`src/rtl/ivl_timer_chan.sv`:
```
`timescale 1ns/1ps
module ivl_timer_chan #(
  parameter int W = 16
) (
  input  logic         clk,
  input  logic         rst_n,
  input  logic         tick,
  input  logic         gate,
  input  logic         load,
  input  logic [W-1:0] load_val,
  input  logic [2:0]   mode,
  output logic [W-1:0] count,
  output logic         out
);
  localparam logic [W:0] FULL = {1'b1, {W{1'b0}}};
  localparam logic [W:0] ONE  = {{W{1'b0}}, 1'b1};
  localparam logic [W:0] WRAP = {1'b0, {W{1'b1}}};

  function automatic logic [W:0] span(input logic [W-1:0] v);
    return (v == '0) ? FULL : {1'b0, v};
  endfunction

  function automatic logic [2:0] fold(input logic [2:0] m);
    return (m[2:1] == 2'b11) ? {1'b0, m[1:0]} : m;
  endfunction

  logic [2:0]   mode_q;
  logic [W-1:0] init_q;
  logic [W:0]   per_q, rem_q;
  logic         run_q, hit_q, tc_q, gate_q;

  wire [2:0] mode_n   = fold(mode);
  wire       periodic = (mode_q == 3'd2) || (mode_q == 3'd3);
  wire       gated    = (mode_q == 3'd0) || (mode_q == 3'd4);
  wire       trig     = gate & ~gate_q & ~gated;
  wire       en       = ~gated | gate;
  wire       step     = tick & run_q & en;
  wire       last     = (rem_q == ONE);
  wire       keep     = run_q && (mode_n == mode_q) &&
                        !((mode_n == 3'd0) || (mode_n == 3'd4));
  wire       restart  = load & ~keep;

  wire [W+1:0] dbl     = {rem_q, 1'b0};
  wire         hi_half = dbl > {1'b0, per_q};
  wire [W-1:0] sq      = hi_half ? (dbl[W-1:0] - per_q[W-1:0]) : dbl[W-1:0];

  always_ff @(posedge clk) begin
    if (!rst_n) begin
      mode_q <= 3'd0;
      init_q <= '0;
      per_q  <= FULL;
      rem_q  <= '0;
      run_q  <= 1'b0;
      hit_q  <= 1'b0;
      tc_q   <= 1'b0;
      gate_q <= 1'b0;
    end else begin
      gate_q <= gate;
      if (load) begin
        mode_q <= mode_n;
        init_q <= load_val;
      end
      if (restart) begin
        per_q <= span(load_val);
        rem_q <= span(load_val);
        hit_q <= 1'b0;
        tc_q  <= 1'b0;
        run_q <= !((mode_n == 3'd1) || (mode_n == 3'd5));
      end else if (trig) begin
        per_q <= span(init_q);
        rem_q <= span(init_q);
        hit_q <= 1'b0;
        tc_q  <= 1'b0;
        run_q <= 1'b1;
      end else if (tick) begin
        tc_q <= 1'b0;
        if (step) begin
          if (periodic) begin
            if (last) begin
              rem_q <= span(init_q);
              per_q <= span(init_q);
              tc_q  <= (mode_q == 3'd2);
            end else begin
              rem_q <= rem_q - ONE;
            end
          end else begin
            rem_q <= (rem_q == '0) ? WRAP : rem_q - ONE;
            if (last && !hit_q) begin
              hit_q <= 1'b1;
              tc_q  <= 1'b1;
            end
          end
        end
      end
    end
  end

  always_comb begin
    case (mode_q)
      3'd0:    out = hit_q;
      3'd1:    out = ~run_q | hit_q;
      3'd3:    out = run_q & hi_half;
      default: out = tc_q;
    endcase
  end

  assign count = (mode_q == 3'd3) ? sq : rem_q[W-1:0];

  AST_M0_OUT_HOLDS: assert property (@(posedge clk) disable iff (!rst_n)
    (mode_q == 3'd0 && out && !load) |=> out);

  AST_ONESHOT_WRAP: assert property (@(posedge clk) disable iff (!rst_n)
    (!periodic && step && rem_q == '0 && !load && !trig) |=> (count == {W{1'b1}}));

  AST_M2_SINGLE_PULSE: assert property (@(posedge clk) disable iff (!rst_n)
    (mode_q == 3'd2 && tc_q && tick && !last && !load) |=> !out);

  AST_GATE_FREEZE: assert property (@(posedge clk) disable iff (!rst_n)
    (gated && !gate && !load) |=> $stable(count));

  AST_COUNT_QUIET: assert property (@(posedge clk) disable iff (!rst_n)
    (!tick && !load && !trig) |=> $stable(count));
endmodule

```
`config.mk`:
```
export PLATFORM = sky130hd
export DESIGN_NAME = ivl_timer_chan
export DESIGN_NICKNAME = d
export VERILOG_FILES = /design/src/rtl/ivl_timer_chan.sv
export SDC_FILE = /design/constraint.sdc
export NUM_CORES = 1
export LEC_CHECK = 0
export ABC_AREA = 1
export CAP_MARGIN = 10
export CORE_MARGIN = 1
export CORE_UTILIZATION = 25
export CTS_BUF_LIST = sky130_fd_sc_hd__clkbuf_16
export DETAILED_ROUTE_END_ITERATION = 6
export PLACE_DENSITY = 0.4
export SLEW_MARGIN = 20
export SYNTH_ARGS = -nofsm -noshare
export SYNTH_HDL_FRONTEND = slang
export SYNTH_SLANG_ARGS = --single-unit
```
`constraint.sdc`:
```
create_clock -name clk -period 2.08 [get_ports clk]
set_input_delay 0.416 -clock clk [delete_from_list [all_inputs] [get_ports clk]]
set_output_delay 0.416 -clock clk [all_outputs]
set_load 0.05 [all_outputs]
```
==> results.md, run 1 <==
* Post-synth top cells: nand2_1, inv_1, nor2_1, nand3_1, dfxtp_1
* Most common cell in the synthesized netlist: nand2_1
* Worst endpoint data arrival time at 2.27 ns
* Register area share after synthesis at 23.4%
* Gr usage total at 19.3%
* Yosys top cell by area: dfxtp_1
* Iter 0 DRT Violations at 306
* Final WS setup at -0.607 ns
* Worst rel slew slack at 66.0%
* WHS at 0.380 ns
* Crit path max-delay family: buffers and inverters
* Status: finished, violations left
* Finish-stage setup viols at 17
* Leak at 3.64 nW
* Sw Ratio at 40.4%
* Dpl hpwl at 15,000 um
* Synth top area cells: dfxtp_1, nand2_1, inv_1, nor2_1, nand3_1
* Worst Setup End Kind: primary output
* Post-synth EDFFs at 0
* Post-Route WL at 18,900 um
* Worst Path Buf+Inv at 5
* Worst-case clock buffer depth at 2
* ANT nets after route at 0
* Class of the worst hold path: in2reg
* Final Hold Vio Count at 0
* Synthesized area at 4870 um^2
* Max Cap Viol at 0
* Initial antenna violation count at 0
* Total negative setup slack at -9.57 ns
* Syn nets at 894
* Tmin final at 2.69 ns
* CTS tree: yes
* Area Overhead vs Synth at 56.8%
* Largest net degree at the start of global routing at 27
* Type of the worst setup path: reg2out
* Layout Nets at 1,039
* Switch Pwr at 2.36 mW
* Htree depth at 3
* Post-synth top area share at 23.4%
* Core area at 18,900 um^2
* Max Fclk at 372 MHz
* Fin crit share at 129%
* Worst path required time at 1.66 ns
* Synthesized instance count at 850
* Root buf cell: clkbuf_16
* Yosys cell types at 40
* Max-slew violations at 0
* Flop pwr share at 21.9%
* FFs w/ async S/R, synth at 0%
* Util after Layout at 40.4%
* Final Wtd Congestion at 0.849
* Critical path cell sequence: buf_4 -> inv_2 -> fa_2 -> inv_2 -> nand4_1 -> nand3_4 -> buf_12 -> nand4_1 -> a21oi_4 -> buf_12
* Drt wl/cell at 15.0 um
* Total number of vias at 5,614
* Die span in x at 142 um
* First-pass GRT wire length at 29,500 um
* I/O pin count at 41
* Row cnt at 50
* CTS Buf Count at 9
* FF+latch count, synth at 57
* Clock Sinks at 57
* Avg Cell Area, Syn at 5.73 um^2
* Number of remaining DRC errors at 0
* ANT cells at 0
* Die ar. at 20,000 um^2
* Vias in the first global route at 5,279
* Power Density at 767 nW/um^2
* Comb power frac at 54.0%
* Finished Layout Cells at 1,260
* Placed instance count at 1,232
* Unrepaired setup endpoints after global routing: yes
* YS warnings at 0
* Crit path launch type: flop
* CP max stage cell: dfxtp_4
* Peak supply drop at 397 uV
* Port bufs at 40
* Die Y at 142 um
* Clock power share at 24.1%
* Detailed-route vias per instance at 4.46
* Worst path max stage delay at 0.38 ns
* Drt first pass iters at 5
* Failing checks: setup timing
* Pre-CTS setup slack at -0.418 ns
* Clock Pin Slew Worst Setup and Hold Paths at 0.05 ns
* Worst slew pin tran at 0.510 ns
* Power Internal at 3.49 mW
* Clk_skew at 0.00789 ns
* Share of layout cells above drive strength 1 at 31.7%
* Crit-path max FO at 6
* Worst-Skew Late Latency at 0.33 ns
* Ys flop type: dfxtp_1
* Grt ovf at 0
* Initial Util at 25.8%
==> per-stage QoR <==
stage               cell area (um^2)  power, mW
global placement                6820       4.12
CTS                             7360       5.76
floorplan                       5200       2.93
detailed placement              6820       4.10
global route                    7630       6.26
finish                          7630       5.85
==> placed cells by master (no fill, tap or decap), drive strengths merged, types with 2 or more instances in the layout <==
| cell | count |
|---|---|
| a21oi | 53 |
| buf | 136 |
| clkbuf | 11 |
| clkdlybuf4s50 | 21 |
| clkinv | 5 |
| dfxtp | 57 |
| dlymetal6s2s | 2 |
| ha | 19 |
| inv | 116 |
| nand2 | 298 |
| nand3 | 73 |
| nand3b | 2 |
| nand4 | 15 |
| nor2 | 111 |
| nor3 | 5 |
| nor4 | 4 |
| o21ai | 47 |
| xnor2 | 3 |
| xor2 | 13 |
==> routing by layer <==
metal  global-route usage (%)  vias to the layer above  share of wire [%]  wire [um]
met5                        0                        -                  0          0
met4                     4.92                        0                1.5        275
met3                     1.99                       18                3.0        566
met2                     28.6                      100                 43       8130
met1                     29.2                     2518                 53       9950
li1                         -                     2978                  -          -
==> path summary, 6_finish.rpt <==
kind	depth (start not counted)	startpoint	end	slack (ns)
hold reg to reg	2	tc_q	tc_q	0.47
hold / removal	2	mode[0]	run_q	0.38
setup / recovery	10	rem_q[0]	out	-0.61
setup reg to reg	11	rem_q[1]	per_q[4]	0.11
==> state kept, by name, indices dropped and copies added, names as in the netlist <==
register and count:
tc_q 1, init_q 16, mode_q 3, per_q 17, rem_q 17, hit_q 1
gate_q 1, run_q 1
==> cell type report <==
type	count	area (um^2)
fill	2110	11300
clock inverter	7	53.8
timing repair buffer	161	1670
inverter	115	435
clock buffer	9	225
sequential	57	1170
multi-input combinational	651	3750
tap	260	325
==> power by group through the flow <==
stage	clock (mW)	combinational [mW]	sequential [mW]
4_1_cts	1.46	3.02	1.28
2_1_floorplan	0	1.62	1.31
3_5_place_dp	0	2.80	1.29
5_1_grt	1.50	3.47	1.29
6_report	1.41	3.16	1.28
3_3_place_gp	0	2.83	1.29
==> cells by family (layout without fill, tap and decap cells) <==
kind of cell	Yosys count	count (layout)	synth area share (%)
compound gates	104	104	11.5
xor+xnor	16	16	2.88
fa+ha+maj	20	20	5.30
buf+inv	142	292	12.4
flops	57	57	23.4
simple gates	511	511	44.5
==> what timing repair did <==
action                     4_1_cts  5_1_grt
setup endpoints to repair       17       34
setup buffers                    4        5
pin swaps                       15       11
gates cloned                     1        2
resized for setup               49       54
hold buffers                     0        0
==> worst register-to-register path, cell delays in order (launching register included) <==
cell and delay (ns):
dfxtp_1 0.36, buf_4 0.18, inv_2 0.09, ha_1 0.16, nand2_1 0.06, nor2_2 0.17, nand4_4 0.18, clkinv_2 0.11
a21oi_4 0.11, buf_12 0.16, nor2_1 0.21, nor2_1 0.08
Power figures use the tool's default switching activity.
==> run 2, diff against run 1 <==
--- a/config.mk
+++ b/config.mk
@@ -11,7 +11,7 @@
 export CORE_UTILIZATION = 25
 export CTS_BUF_LIST = sky130_fd_sc_hd__clkbuf_16
 export DETAILED_ROUTE_END_ITERATION = 6
-export PLACE_DENSITY = 0.4
+export RECOVER_POWER = 25
 export SLEW_MARGIN = 20
 export SYNTH_ARGS = -nofsm -noshare
 export SYNTH_HDL_FRONTEND = slang
==> run 2 against run 1 <==
  * The run ends with DRC, setup timing left
  * Final cell count down 1.0%
  * Sequential power hardly changed
  * Wire length decreased by 7.7%
  * Highest routed layer unchanged
  * Hold slack worse by 0.0079 ns
  * Critical endpoint unchanged
  * First-iteration DRC count increased by 28%
  * Core utilization is 0.79 points lower
  * Clock skew is 0.0025 ns lower
  * Register-to-register slack lost 0.03 ns
  * Combinational power decreased by 3%
  * Critical path type unchanged
  * Global-route usage shrank 1.3 points
  * Clock-buffer cell count unchanged
  * Total power decreased by 1.1%
==> results.md, run 2 (synthesis gave the netlist of run 1 again) <==
* Final Hold Vio Count at 0 (unchanged)
* Failing checks: DRC, setup timing
* Worst Path Buf+Inv at 3 (-2)
* Util after Layout at 39.6% (-0.79 points)
* Setup crit end: out
* Worst path required time at 1.66 ns (about the same)
* Die ar. at 20,000 um^2 (unchanged)
* Power Density at 774 nW/um^2 (+0.86%)
* Number of remaining DRC errors at 1 (+1)
* CP max stage cell: dfxtp_2
* Worst Setup End Kind: primary output
* Worst-Skew Late Latency at 0.34 ns (about the same)
* Post-Route WL at 17,500 um (-7.7%)
* Worst-case clock buffer depth at 2 (unchanged)
* Worst path most repeated cell: nand4_1
* Final instance area at 7480 um^2 (-2.0%)
* Crit-path max FO at 16 (+10)
* ANT cells at 0 (unchanged)
* FILL cells at 2,039 (-3.4%)
* Largest registers: per_q: 17 flops, rem_q: 17 flops, init_q: 16 flops
* Worst endpoint data arrival time at 2.26 ns (about the same)
* Iter 0 DRT Violations at 393 (+28%)
* Max-slew violations at 0 (unchanged)
* Reg2reg setup slack at 0.08 ns (-0.03 ns)
* Placed cell area at 6790 um^2 (-0.33%)
* Most frequent cells in the layout: nand2_1, buf_4, inv_1, nor2_1, nand3_1
* Finish-stage setup viols at 17 (unchanged)
* Vias in the first global route at 5,288 (+0.17%)
* Max Fclk at 374 MHz (+0.38%)
* Port bufs at 40 (unchanged)
* Worst path max stage delay at 0.33 ns (-0.05 ns)
* Drt wl/cell at 14.0 um (-6.8%)
* Tmin final at 2.68 ns (-0.0101 ns)
* Worst rel slew slack at 45.3% (-21 points)
* Worst r2r src: rem_q[1]
* ANT nets after route at 0 (unchanged)
* Critical path cell sequence: inv_2 -> ha_4 -> nand4_1 -> nor2_4 -> nand4_1 -> nand3_4 -> buf_12 -> nand4_1 -> a21oi_4 -> buf_12
* Clk_skew at 0.00536 ns (-0.00253 ns)
* Gr usage total at 17.9% (-1.3 points)
* Detailed-route vias per instance at 4.59 (+3.0%)
* Share of layout cells above drive strength 1 at 30.3% (-1.4 points)
* I/O pin count at 41 (unchanged)
* Worst r2r dst: per_q[3]
* CTS hold repair buffers at 0 (unchanged)
* Unrepaired setup endpoints after global routing: yes
* First-pass GRT wire length at 28,100 um (-4.8%)
* Total number of vias at 5,724 (+2.0%)
* Peak supply drop at 369 uV (-7.0%)
* Drt first pass iters at 7 (+2)
* Pre-CTS setup slack at -0.399 ns (+0.0183 ns)
* Area Overhead vs Synth at 53.7%
* Dpl hpwl at 13,700 um (-8.5%)
* Core area at 18,900 um^2 (unchanged)
* Initial Util at 25.8% (unchanged)
* CTS tree: yes
* Class of the worst hold path: in2reg
* Initial antenna violation count at 0 (unchanged)
* Layout Nets at 1,026 (-1.3%)
* Grt ovf at 0 (unchanged)
* Row cnt at 50 (unchanged)
* Most common cell after layout, fill and taps aside: nand2_1
* Type of the worst setup path: reg2out
* CTS Buf Count at 9 (unchanged)
* Final Power at 5.79 mW (-1.1%)
* Die span in x at 142 um (unchanged)
* R2R cell count at 11 (unchanged)
* Status: finished, violations left
* Logic depth of the worst path, buffers included at 10 (unchanged)
* Worst slew pin tran at 0.820 ns (+0.310 ns)
* Setup crit start: per_q[16]
* Clock Pin Slew Worst Setup and Hold Paths at 0.05 ns (about the same)
* Fin crit share at 129% (-0.49 points)
* Max Cap Viol at 0 (unchanged)
* Die Y at 142 um (unchanged)
* Crit path max-delay family: simple AND/OR/NAND/NOR gates
* Root buf cell: clkbuf_16
* Largest net degree at the start of global routing at 43 (+59%)
* Final Wtd Congestion at 0.904 (+6.5%)
* Crit path launch type: flop
* Leak at 3.53 nW (-2.9%)
* Htree depth at 3 (unchanged)
* Clock Sinks at 57 (unchanged)
* Final WS setup at -0.597 ns (+0.0101 ns)
-- run 2: power breakdown --
| part | switching (mW) | internal, mW | total [mW] |
|---|---|---|---|
| sequential | 0.0837 | 1.20 | 1.28 |
| combinational | 1.74 | 1.32 | 3.06 |
| clock | 0.530 | 0.910 | 1.44 |
| total | 2.36 | 3.43 | 5.79 |
-- run 2: worst min-delay path by stage --
stage,from,cells past startpoint,endpoint,slack [ns]
final,mode[0],2,run_q,0.37
after global routing,mode[0],2,run_q,0.41
after CTS,init_q[0],2,init_q[0],0.46
after detailed placement,tc_q,2,tc_q,0.46
after global placement,init_q[0],2,init_q[0],0.45
after floorplan,init_q[0],2,init_q[0],0.44
-- run 2: layout make-up --
cell class / count / area, um^2 / share of cell area, %
Clock buffer: 9 / 225 / 3.01
Multi-Input combinational cell: 651 / 3770 / 50.5
Timing Repair Buffer: 148 / 1490 / 19.9
Sequential cell: 57 / 1170 / 15.6
Tap cell: 260 / 325 / 4.35
Clock inverter: 7 / 61.3 / 0.820
Inverter: 115 / 435 / 5.82
-- run 2: per-layer routing --
layer	vias to the layer above	global-route usage (%)	wire, um
met5	-	0	0
met4	0	4.81	234
met3	15	1.79	861
met2	157	26.8	7550
met1	2605	27.0	8820
li1	2947	-	-
-- run 2: repair_timing --
action | in CTS | in global routing
buffers inserted | 1 | 1
resized for setup | 62 | 39
setup endpoints to repair | 17 | 26
hold endpoints to repair | 0 | 0
pin swaps | 12 | 11
gates cloned | 0 | 0
-- run 2: per-stage QoR --
stage          cells  setup TNS, ns  hold WS (ns)
2_1_floorplan    850          -1.55         0.439
3_3_place_gp    1229          -9.39         0.451
3_5_place_dp    1229          -9.97         0.456
4_1_cts         1246          -9.16         0.464
5_1_grt         1247         -13.40         0.412
6_report        1247          -9.43         0.373
==> run 3, diff against run 2 <==
--- a/config.mk
+++ b/config.mk
@@ -7,11 +7,10 @@
 export LEC_CHECK = 0
 export ABC_AREA = 1
 export CAP_MARGIN = 10
-export CORE_MARGIN = 1
+export CORE_MARGIN = 3
 export CORE_UTILIZATION = 25
 export CTS_BUF_LIST = sky130_fd_sc_hd__clkbuf_16
 export DETAILED_ROUTE_END_ITERATION = 6
-export RECOVER_POWER = 25
 export SLEW_MARGIN = 20
 export SYNTH_ARGS = -nofsm -noshare
 export SYNTH_HDL_FRONTEND = slang
==> run 3 against run 2 <==
  * Worst setup slack better by 0.021 ns
  * Register-to-register slack gained 0.05 ns
  * Fmax grew 0.78%
  * Clock power decreased by 11%
  * Final cell count up 0.56%
  * Combinational power up 2%
  * The flow finishes with violations (setup timing)
  * Via count grew 0.68%
  * Non-clock buffer count increased by 8
  * Design area grew 0.72%
  * Sequential cell count is the same
  * Die area is 5.7% higher
==> results.md, run 3 (synthesis gave the netlist of run 1 again) <==
* Die ar. at 21,200 um^2 (+5.7%)
* Worst slew pin tran at 0.520 ns (-0.300 ns)
* Leak at 3.59 nW (+1.6%)
* Total negative setup slack at -9.20 ns (+0.221 ns)
* Port bufs at 40 (unchanged)
* Area Overhead vs Synth at 54.8%
* Die span in x at 146 um (+2.8%)
* Max Cap Viol at 0 (unchanged)
* Clk_skew at 0.00426 ns (-0.00110 ns)
* Worst Setup End Kind: primary output
* Number of remaining DRC errors at 0 (-1)
* Row cnt at 50 (unchanged)
* ANT cells at 0 (unchanged)
* ANT nets after route at 0 (unchanged)
* Highest metal used: met4
* Unrepaired setup endpoints after global routing: yes
* Clock Sinks at 57 (unchanged)
* Iter 0 DRT Violations at 345 (-12%)
* Drt wl/cell at 14.1 um (+0.93%)
* Final WS setup at -0.576 ns (+0.0207 ns)
* Drt first pass iters at 5 (-2)
* Share of layout cells above drive strength 1 at 32.2% (+1.9 points)
* Routed length on met3 at 946 um (+9.9%)
* Die Y at 146 um (+2.8%)
* Worst-case clock buffer depth at 2 (unchanged)
* Area of the multi-input gates at 3770 um^2 (-0.17%)
* FILL cells at 2,021 (-0.88%)
* Root buf cell: clkbuf_16
* Layout Nets at 1,034 (+0.78%)
* Post-Route M1 WL at 8920 um (+1.1%)
* Met2 WL post-DR at 7710 um (+2.2%)
* Clock Pin Slew Worst Setup and Hold Paths at 0.05 ns (about the same)
* Max Fclk at 376 MHz (+0.78%)
* Type of the worst setup path: reg2out
* Gr usage total at 16.1% (-1.9 points)
* Placed cell area at 6740 um^2 (-0.85%)
* CTS tree: yes
* Final Wtd Congestion at 0.926 (+2.5%)
* Finish-stage setup viols at 17 (unchanged)
* Core area at 18,900 um^2 (unchanged)
* Crit path launch type: flop
* Register Area at 1170 um^2 (+0.11%)
* First-pass GRT wire length at 27,900 um (-0.71%)
* Total number of vias at 5,763 (+0.68%)
* Largest registers: per_q: 17 flops, rem_q: 17 flops, init_q: 16 flops
* Worst rel slew slack at 65.3% (+20 points)
* WHS at 0.378 ns (+0.00503 ns)
* Final Hold Vio Count at 0 (unchanged)
* Most frequent cells in the layout: nand2_1, buf_4, inv_1, nor2_1, nand3_1
* Dpl hpwl at 13,500 um (-1.3%)
* I/O pin count at 41 (unchanged)
* Status: finished, violations left
* Peak supply drop at 292 uV (-21%)
* Tmin final at 2.66 ns (-0.0207 ns)
* Vias in the first global route at 5,339 (+0.96%)
* Util after Layout at 39.9% (+0.28 points)
* Initial antenna violation count at 0 (unchanged)
* Initial Util at 25.8% (unchanged)
* Most common cell after layout, fill and taps aside: nand2_1
* Power Density at 753 nW/um^2 (-2.6%)
* Max-slew violations at 0 (unchanged)
* Failing checks: setup timing
* Worst endpoint data arrival time at 2.24 ns (-0.02 ns)
* Largest net degree at the start of global routing at 43 (unchanged)
* Class of the worst hold path: in2reg
* Htree depth at 3 (unchanged)
* CTS Buf Count at 9 (unchanged)
* Grt ovf at 0 (unchanged)
* Crit-path max FO at 6 (-10)
* Worst path required time at 1.66 ns (about the same)
* Detailed-route vias per instance at 4.60 (+0.12%)
* Fin crit share at 128% (-1.0 points)
* Post-Route WL at 17,700 um (+1.5%)
* Final instance area at 7530 um^2 (+0.72%)
* Worst-Skew Late Latency at 0.33 ns (about the same)
* CTS hold repair buffers at 0 (unchanged)
## run 3: cell types whose count changed in the layout (fill, tap and decap cells not counted), moves of 3 or more
cell	delta
buf_4	+3
clkinv_2	+3
nand2_2	+10
buf_6	+6
nand2_1	-10
## run 3: final cells by class
type,count,area share (%)
inverter,115,5.78
sequential,57,15.5
clock inverter,6,0.365
clock buffer,9,2.99
timing repair buffer,156,21.0
tap,260,4.32
multi-input combinational,651,50.0
## run 3: per-layer routing
layer | vias to the layer above | GRT usage, %
li1 | 2967 | -
met1 | 2633 | 24.1
met2 | 152 | 24.3
met3 | 11 | 2.37
met4 | 0 | 3.37
met5 | - | 0
## run 3: worst paths after layout
check                  from        end  slack [ns]  cells past startpoint
setup reg to reg   rem_q[0]   rem_q[9]        0.13                     12
setup / recovery   per_q[8]        out       -0.58                     14
hold reg to reg   init_q[0]  init_q[0]        0.46                      2
hold / removal      mode[0]      run_q        0.38                      2
## run 3: repair_timing
action                     in CTS  in global routing
resized for setup              57                 59
buffers inserted                4                 10
setup endpoints to repair      17                 42
gates cloned                    1                  1
pin swaps                      19                 27
## run 3: power by group
group	switching, mW	leakage (nW)	total (mW)	internal (mW)
clock	0.502	0.133	1.28	0.779
combinational	1.75	2.97	3.11	1.35
sequential	0.0907	0.479	1.29	1.20
total	2.34	3.59	5.68	3.33
## run 3: per-stage QoR
| stage | cells | setup WS, ns | power, mW |
|---|---|---|---|
| after floorplan | 850 | -0.170 | 2.93 |
| after global placement | 1223 | -0.381 | 4.01 |
| after global routing | 1254 | -0.675 | 6.04 |
| after detailed placement | 1223 | -0.383 | 4.01 |
| final | 1254 | -0.576 | 5.68 |
| after CTS | 1243 | -0.587 | 5.49 |
## run 3: worst max-delay path, cell delays in order (launching register included)
cell,delay (ns)
dfxtp_1,0.35
inv_2,0.06
ha_4,0.30
nand2_4,0.07
inv_1,0.07
nand2_1,0.05
nand2_1,0.08
inv_1,0.06
nand2_1,0.07
nand2_2,0.06
nand3_4,0.11
buf_6,0.13
nand4_1,0.15
a21oi_4,0.20
buf_12,0.15
